$ cat src/rtl/tick_cmp_pkg.sv
package tick_cmp_pkg;

    // Register selected by the write port
    typedef enum logic {
        SEL_COUNT = 1'b0,
        SEL_LIMIT = 1'b1
    } reg_sel_e;

    // Soft-interrupt vector layout
    localparam int SI_W         = 17;
    localparam int TICK_SI_IDX  = 0;
    localparam int STICK_SI_IDX = 16;

    // Timer variant
    localparam int KIND_TICK  = 0;
    localparam int KIND_STICK = 1;

endpackage

$ cat src/rtl/tick_cmp_counter.sv
module tick_cmp_counter #(
    parameter int VAL_W = 63
) (
    input  logic             clk,
    input  logic             rst_n,
    input  logic             tick_en,
    input  logic             ld_en,
    input  logic [VAL_W-1:0] ld_val,
    output logic [VAL_W-1:0] cnt
);
    localparam logic [VAL_W-1:0] ONE = {{(VAL_W-1){1'b0}}, 1'b1};

    typedef struct packed {
        logic [VAL_W-1:0] cnt;
    } cnt_state_t;

    cnt_state_t st_d, st_q;

    always_comb begin
        st_d = st_q;
        if (ld_en) begin
            st_d.cnt = ld_val;
        end else if (tick_en) begin
            st_d.cnt = st_q.cnt + ONE;
        end
    end

    always_ff @(posedge clk) begin
        if (!rst_n) begin
            st_q <= '0;
        end else begin
            st_q <= st_d;
        end
    end

    assign cnt = st_q.cnt;

endmodule

$ cat src/rtl/tick_cmp_flag.sv
module tick_cmp_flag (
    input  logic clk,
    input  logic rst_n,
    input  logic upd_en,
    input  logic upd_val,
    output logic dis
);
    typedef struct packed {
        logic dis;
    } flag_state_t;

    flag_state_t st_d, st_q;

    always_comb begin
        st_d = st_q;
        if (upd_en) begin
            st_d.dis = upd_val;
        end
    end

    always_ff @(posedge clk) begin
        if (!rst_n) begin
            st_q <= '0;
        end else begin
            st_q <= st_d;
        end
    end

    assign dis = st_q.dis;

endmodule

$ cat src/rtl/tick_cmp_compare.sv
module tick_cmp_compare #(
    parameter int VAL_W = 63
) (
    input  logic             clk,
    input  logic             rst_n,
    input  logic             lim_wr,
    input  logic [VAL_W-1:0] lim_val,
    input  logic             lim_dis,
    input  logic             dis_q,
    input  logic [VAL_W-1:0] cnt,
    output logic             fire,
    output logic             armed
);
    typedef struct packed {
        logic [VAL_W-1:0] cmp;
        logic             armed;
        logic             fire;
    } cmp_state_t;

    cmp_state_t st_d, st_q;
    logic       hit;

    always_comb begin
        st_d    = st_q;
        hit     = st_q.armed && (cnt == st_q.cmp);
        // one-shot: a match always consumes the arming
        st_d.fire = hit && !dis_q;
        if (hit) begin
            st_d.armed = 1'b0;
        end
        // a compare write re-evaluates arming from scratch
        if (lim_wr) begin
            st_d.cmp   = lim_val;
            st_d.armed = (lim_val != '0) && !lim_dis;
        end
    end

    always_ff @(posedge clk) begin
        if (!rst_n) begin
            st_q <= '0;
        end else begin
            st_q <= st_d;
        end
    end

    assign fire  = st_q.fire;
    assign armed = st_q.armed;

endmodule

$ cat src/rtl/tick_cmp_route.sv
module tick_cmp_route #(
    parameter int KIND = 0
) (
    input  logic                         fire,
    output logic [tick_cmp_pkg::SI_W-1:0] softint_set
);
    import tick_cmp_pkg::*;

    generate
        if (KIND == KIND_TICK) begin : g_tick
            always_comb begin
                softint_set              = '0;
                softint_set[TICK_SI_IDX] = fire;
            end
        end else begin : g_stick
            always_comb begin
                softint_set               = '0;
                softint_set[STICK_SI_IDX] = fire;
            end
        end
    endgenerate

endmodule

$ cat src/rtl/tick_cmp_timer.sv
module tick_cmp_timer #(
    parameter int DATA_W = 64,
    parameter int KIND   = 0
) (
    input  logic                          clk,
    input  logic                          rst_n,
    input  logic                          tick_en,
    input  logic                          wr_en,
    input  logic                          wr_sel,
    input  logic [DATA_W-1:0]             wr_data,
    output logic [DATA_W-1:0]             rd_data,
    output logic [tick_cmp_pkg::SI_W-1:0] softint_set
);
    import tick_cmp_pkg::*;

    localparam int VAL_W    = DATA_W - 1;
    localparam int CTRL_POS = DATA_W - 1;

    reg_sel_e         sel;
    logic             cnt_ld;
    logic             lim_wr;
    logic [VAL_W-1:0] wr_val;
    logic             wr_ctrl;
    logic [VAL_W-1:0] cnt;
    logic             dis;
    logic             fire;
    logic             armed;

    assign sel     = reg_sel_e'(wr_sel);
    assign wr_val  = wr_data[VAL_W-1:0];
    assign wr_ctrl = wr_data[CTRL_POS];
    assign cnt_ld  = wr_en && (sel == SEL_COUNT);
    assign lim_wr  = wr_en && (sel == SEL_LIMIT);

    tick_cmp_counter #(.VAL_W(VAL_W)) u_cnt (
        .clk     (clk),
        .rst_n   (rst_n),
        .tick_en (tick_en),
        .ld_en   (cnt_ld),
        .ld_val  (wr_val),
        .cnt     (cnt)
    );

    tick_cmp_flag u_flag (
        .clk     (clk),
        .rst_n   (rst_n),
        .upd_en  (wr_en),
        .upd_val (wr_ctrl),
        .dis     (dis)
    );

    tick_cmp_compare #(.VAL_W(VAL_W)) u_cmp (
        .clk     (clk),
        .rst_n   (rst_n),
        .lim_wr  (lim_wr),
        .lim_val (wr_val),
        .lim_dis (wr_ctrl),
        .dis_q   (dis),
        .cnt     (cnt),
        .fire    (fire),
        .armed   (armed)
    );

    tick_cmp_route #(.KIND(KIND)) u_route (
        .fire        (fire),
        .softint_set (softint_set)
    );

    assign rd_data = {dis, cnt};

endmodule

$ cat config.mk
export PLATFORM = sky130hd
export DESIGN_NAME = tick_cmp_timer
export DESIGN_NICKNAME = d
export VERILOG_FILES = /design/src/rtl/tick_cmp_pkg.sv /design/src/rtl/tick_cmp_counter.sv /design/src/rtl/tick_cmp_flag.sv /design/src/rtl/tick_cmp_compare.sv /design/src/rtl/tick_cmp_route.sv /design/src/rtl/tick_cmp_timer.sv
export SDC_FILE = /design/constraint.sdc
export NUM_CORES = 1
export LEC_CHECK = 0
export BUFFER_PORTS_ARGS = -buffer_cell sky130_fd_sc_hd__buf_2
export CAP_MARGIN = 20
export CORE_MARGIN = 2
export CORE_UTILIZATION = 33
export DETAILED_ROUTE_END_ITERATION = 16
export PLACE_DENSITY = 0.53
export RECOVER_POWER = 100
export SYNTH_ARGS = -nofsm -noshare
export SYNTH_HDL_FRONTEND = slang
export SYNTH_SLANG_ARGS = --single-unit
$ cat constraint.sdc
create_clock -name clk -period 4 [get_ports clk]
set_input_delay 0.8 -clock clk [delete_from_list [all_inputs] [get_ports clk]]
set_output_delay 0.8 -clock clk [all_outputs]
set_load 0.02 [all_outputs]
* Word-level counts from Yosys, hierarchy flattened *
Cells that the tools add are included.
W data, S select, Z words.

storage, ports and cells
  input port bits = 69
  register bits after elaboration = 129
  logic and storage cells = 22
  output and inout port bits = 81

operators by class
  bitwise logic cells = 1
  equal/unequal tests = 1
  multiplexer cells = 4
  $add $sub $neg = 1
  reduce and logical (&&, ||, !) cells = 10

operator list
  cell                     count
  $mux W63                 2
  $add A63 B1 Y63 const B  1
  $eq A63 B63 Y1           1
  $reduce_bool A63 Y1      1
  $logic_and A1 B1 Y1      5
  $reduce_bool A2 Y1       2
  $logic_not A1 Y1         2
  $mux W1                  2
  $not A1 Y1               1

* Longest topological paths before layout *
  depth in word-level cells = 4
  gate-level depth with buffers = 8
  depth with buffers taken out = 7

* Hierarchy *
Synthesis repeated with hierarchy kept, for this count alone.

unflattened totals
  cell total of the unflattened synthesis = 851
  area total of the unflattened synthesis = 7348.3 µm²

modules (own cells, without submodules)
  module            sequential area each (µm²)  instances  cells each  area an instance (µm²)
  tick_cmp_counter  1261.2                      1          498         3886.2
  tick_cmp_compare  1301.2                      1          329         3270.6
  tick_cmp_route    0.0                         1          18          131.4
  tick_cmp_flag     20.0                        1          3           36.3
  tick_cmp_timer    0.0                         1          3           23.8

* Least setup slack after synthesis *
No wires, ideal clock.

  path type = input -> register
  start = input tick_en
  end = register u_cnt.st_q (netlist bit u_cnt.cnt[38])
  setup slack = 1286 ps
  data required time = 3926 ps
  library setup time = 74 ps
  stages = 7
  path buffers = 2
  arrival = 2640 ps
  cells stage by stage = buf_2 and2_1 nand4_4 or4_4 buf_6 or4_1 a31oi_1

between the ends
  longest elaborated chain between the ends = 1

RTL lines
  item                          line                    RTL
  start: declaration            tick_cmp_timer.sv:7     input logic tick_en,
  $reduce_bool A2 Y1 (no line)  --
  end signal: assignment        tick_cmp_counter.sv:32  st_q <= st_d;
  end: declaration              tick_cmp_counter.sv:17  cnt_state_t st_d, st_q;

No other way between the ends.
A chain may end at the register's enable or synchronous reset.

* Final worst setup path *
  start = input wr_en
  end = register u_cmp.st_q[22] (netlist name)

between the ends
  longest elaborated chain between the ends = 1

RTL lines
  item                    line                    RTL
  start: declaration      tick_cmp_timer.sv:8     input logic wr_en,
  $logic_and A1 B1 Y1     tick_cmp_timer.sv:33    assign lim_wr = wr_en && (sel == SEL_LIMIT);
  end signal: assignment  tick_cmp_compare.sv:42  st_q <= st_d;
  end: declaration        tick_cmp_compare.sv:20  cmp_state_t st_d, st_q;

No other way between the ends.

==> flow_metrics.py <==
metrics = {
    "layout": {
        "antenna_cells": 0,
        "drive_gt1_frac": 0.1117,
        "final_cell_mix": "nand2_1, dfxtp_1, a21oi_1",
        "fin_cells": 1237,
        "final_common_cell": "nand2_1",
        "area_growth_pct": 18.25,
        "fillers": 2174,
        "fin_nets": 1024,
    },
    "setup_path": {
        "worst_path_max_delay_cell": "clkbuf_1",
        "r2r_slack_ps": 950,
        "path_max_fanout": 34,
        "critPathRequiredTime_ps": 4340,
        "startpoint_type": "input pin",
        "end_kind": "register",
        "critPathMaxStageDelay_ps": 1280,
        "crit_arrival_ps": 3480,
        "path_class": "in -> reg",
        "crit_chain": "clkbuf_1 > nand2_1 > clkbuf_1 > nand2_1 > a21oi_1",
    },
    "worst_hold_path": {
        "hold_path_class": "reg -> reg",
    },
    "cts": {
        "cts-htree-levels": 4,
        "cts_resized": 0,
        "clk_pin_slew_ps": 60,
        "post-cts-setup-buffers": 0,
        "cts_buffers": 17,
        "clk_latency_ps": 430,
        "cts_buffer_depth": 2,
        "clock-root-buffer": "clkbuf_16",
        "cts-hold-fix-buffers": 0,
        "cts_tree": "done",
        "clkSinkCount": 129,
    },
    "floorplan": {
        "fp.dieArea_um2": 21440,
        "rows": 52,
        "initial_utilization": 0.3340,
        "core_um2": 20040,
        "die_w_um": 146.4,
        "num_io_pins": 150,
        "die_y_um": 146.4,
    },
    "power": {
        "switching_share": 0.2955,
        "power_frac_seq": 0.421,
        "p_per_area_nw_per_um2": 440.1,
        "p_leak_nw": 2.715,
        "peakVddDrop_uv": 315.9,
        "internal-power_mw": 2.454,
        "switchingPower_mw": 1.029,
        "combPwrFrac": 0.133,
        "p_clk_frac": 0.446,
    },
    "global_routing": {
        "grt_overflow_total": 0,
        "track_usage": 0.2198,
        "grt_pass1_vias": 6070,
        "grt_first_pass_wirelength_um": 36200,
        "grt_max_degree": 90,
        "grt_antenna_before_repair": 0,
    },
    "sta": {
        "setup_viol": 0,
        "clock.fmax_mhz": 318.9,
        "finalHoldViolCount": 0,
        "slew_violations": 125,
        "tightest_slew_ps": 1696,
        "hold_slack_ps": 447.9,
        "fin_crit_sh": 0.7840,
        "rsz0062_at_grt": "false",
        "relSlewSlack": -0.1309,
        "period_minus_slack_ps": 3136,
        "skew_ps": 9.284,
        "setup_tns_ps": 0,
    },
    "routing": {
        "vias": 6491,
        "drtIter0Drc": 372,
        "wl_um": 23500,
        "drt_first_pass_iters": 5,
        "drc": 0,
        "wl_per_cell_um": 19.00,
        "vias_per_cell": 5.247,
        "ant_nets": 0,
    },
    "synth": {
        "synth-edff-count": 0,
        "ys_ff_latch": 129,
        "async_reset_ff_frac": 0,
        "synth_ff_type": "dfxtp_1",
        "synth_top_area_cell": "dfxtp_1",
        "ys_seq_area_frac": 0.3859,
        "syn_inst": 849,
        "synth_area_per_cell_um2": 7.883,
        "synth_top_area_share": 0.3859,
        "yosys-top-cells-area": "dfxtp_1, xnor2_1, nand2_1",
        "synth.distinct_cells": 47,
        "ys_warn_count": 0,
        "netlist_area_um2": 6693,
    },
    "placement": {
        "gp_congestion": 0.8557,
        "dp_hpwl_um": 17110,
        "portBuffers": 133,
        "dp_cells": 1205,
    },
    "run": {
        "drv_cap": 3,
    },
    "outcome": {
        "violations": "capacitance limit, slew limit",
        "outcome": "finished, violations left",
    },
}
## worst paths after layout
path,start,endpoint,cells after the start
hold reg to reg,u_flag.dis,u_cmp.fire,1
hold / removal,u_flag.dis,u_cmp.fire,1
setup / recovery,wr_en,u_cmp.st_q[22],5
setup reg to reg,u_cnt.cnt[3],u_cnt.cnt[41],6
## per-layer routing
layer  up-vias  global-route usage  wire [um]
met2       227              0.3446      10650
met1      3080              0.3076      10930
met4         0             0.07573        528
met3        31             0.03594       1391
met5         -                   0          0
li1       3153                   -          -
## power by group through the flow
stage / Clock (mW) / Combinational (mW) / Sequential [mW]
2_1_floorplan: 0 / 0.261 / 1.51
3_3_place_gp: 0 / 0.475 / 1.49
3_5_place_dp: 0 / 0.476 / 1.49
4_1_cts: 1.57 / 0.478 / 1.47
5_1_grt: 1.62 / 0.505 / 1.48
6_report: 1.55 / 0.463 / 1.47
## area by class of cell
cell class | count | area [um2] | area share
multi-input combinational | 648 | 3715 | 0.4694
inverter | 17 | 63.81 | 0.008063
clock buffer | 19 | 442.9 | 0.05597
clock inverter | 13 | 137.6 | 0.01739
tap | 270 | 337.8 | 0.04269
sequential | 129 | 2582 | 0.3263
timing repair buffer | 141 | 634.4 | 0.08016
## critical path: cells and delay by family
kind,cells,cell delay (ps)
buffers and inverters,2,1400
AO/OA/AOI/OAI,1,190
AND/OR/NAND/NOR,2,1080
## synth_stat cells, drive strengths merged (3+ instances only)
master	instances
dfxtp	129
nand2	151
o22ai	5
xnor2	71
xor2	37
a211oi	16
and4	5
nand3	23
and3	12
mux2i	3
a311oi	5
buf	28
nor3	10
nand4	38
a21oi	103
or4	6
and2	6
o21ai	46
or3	7
inv	16
nor2	35
nor4	38
clkbuf	42
## state kept, by name, indices dropped and copies added (netlist names)
register,count
u_cnt.cnt,63
u_cmp.armed,1
u_cmp.st_q,63
u_cmp.fire,1
u_flag.dis,1
## metrics by stage
| step | util | setup slack, ps | total power, mW | area, um2 |
|---|---|---|---|---|
| global route | 0.3949 | 605.0 | 3.609 | 7914 |
| CTS | 0.4028 | 1371 | 3.511 | 8071 |
| finish | 0.3949 | 864.0 | 3.483 | 7914 |
| detailed placement | 0.3738 | 1072 | 1.969 | 7491 |
| global placement | 0.3738 | 1142 | 1.968 | 7491 |
| floorplan | - | 1286 | 1.770 | 6749 |
## logic make-up after synthesis
group | share of synthesized area
DFF | 0.3859
muxes | 0.004487
other | 0.0005603
xor gates and xnor gates | 0.1413
adders and majority gates | 0.001869
and+or+nand+nor | 0.2526
buffers and inverters | 0.06113
AOI/OAI and AO/OA | 0.1522
(Power assumes the default switching activity.)
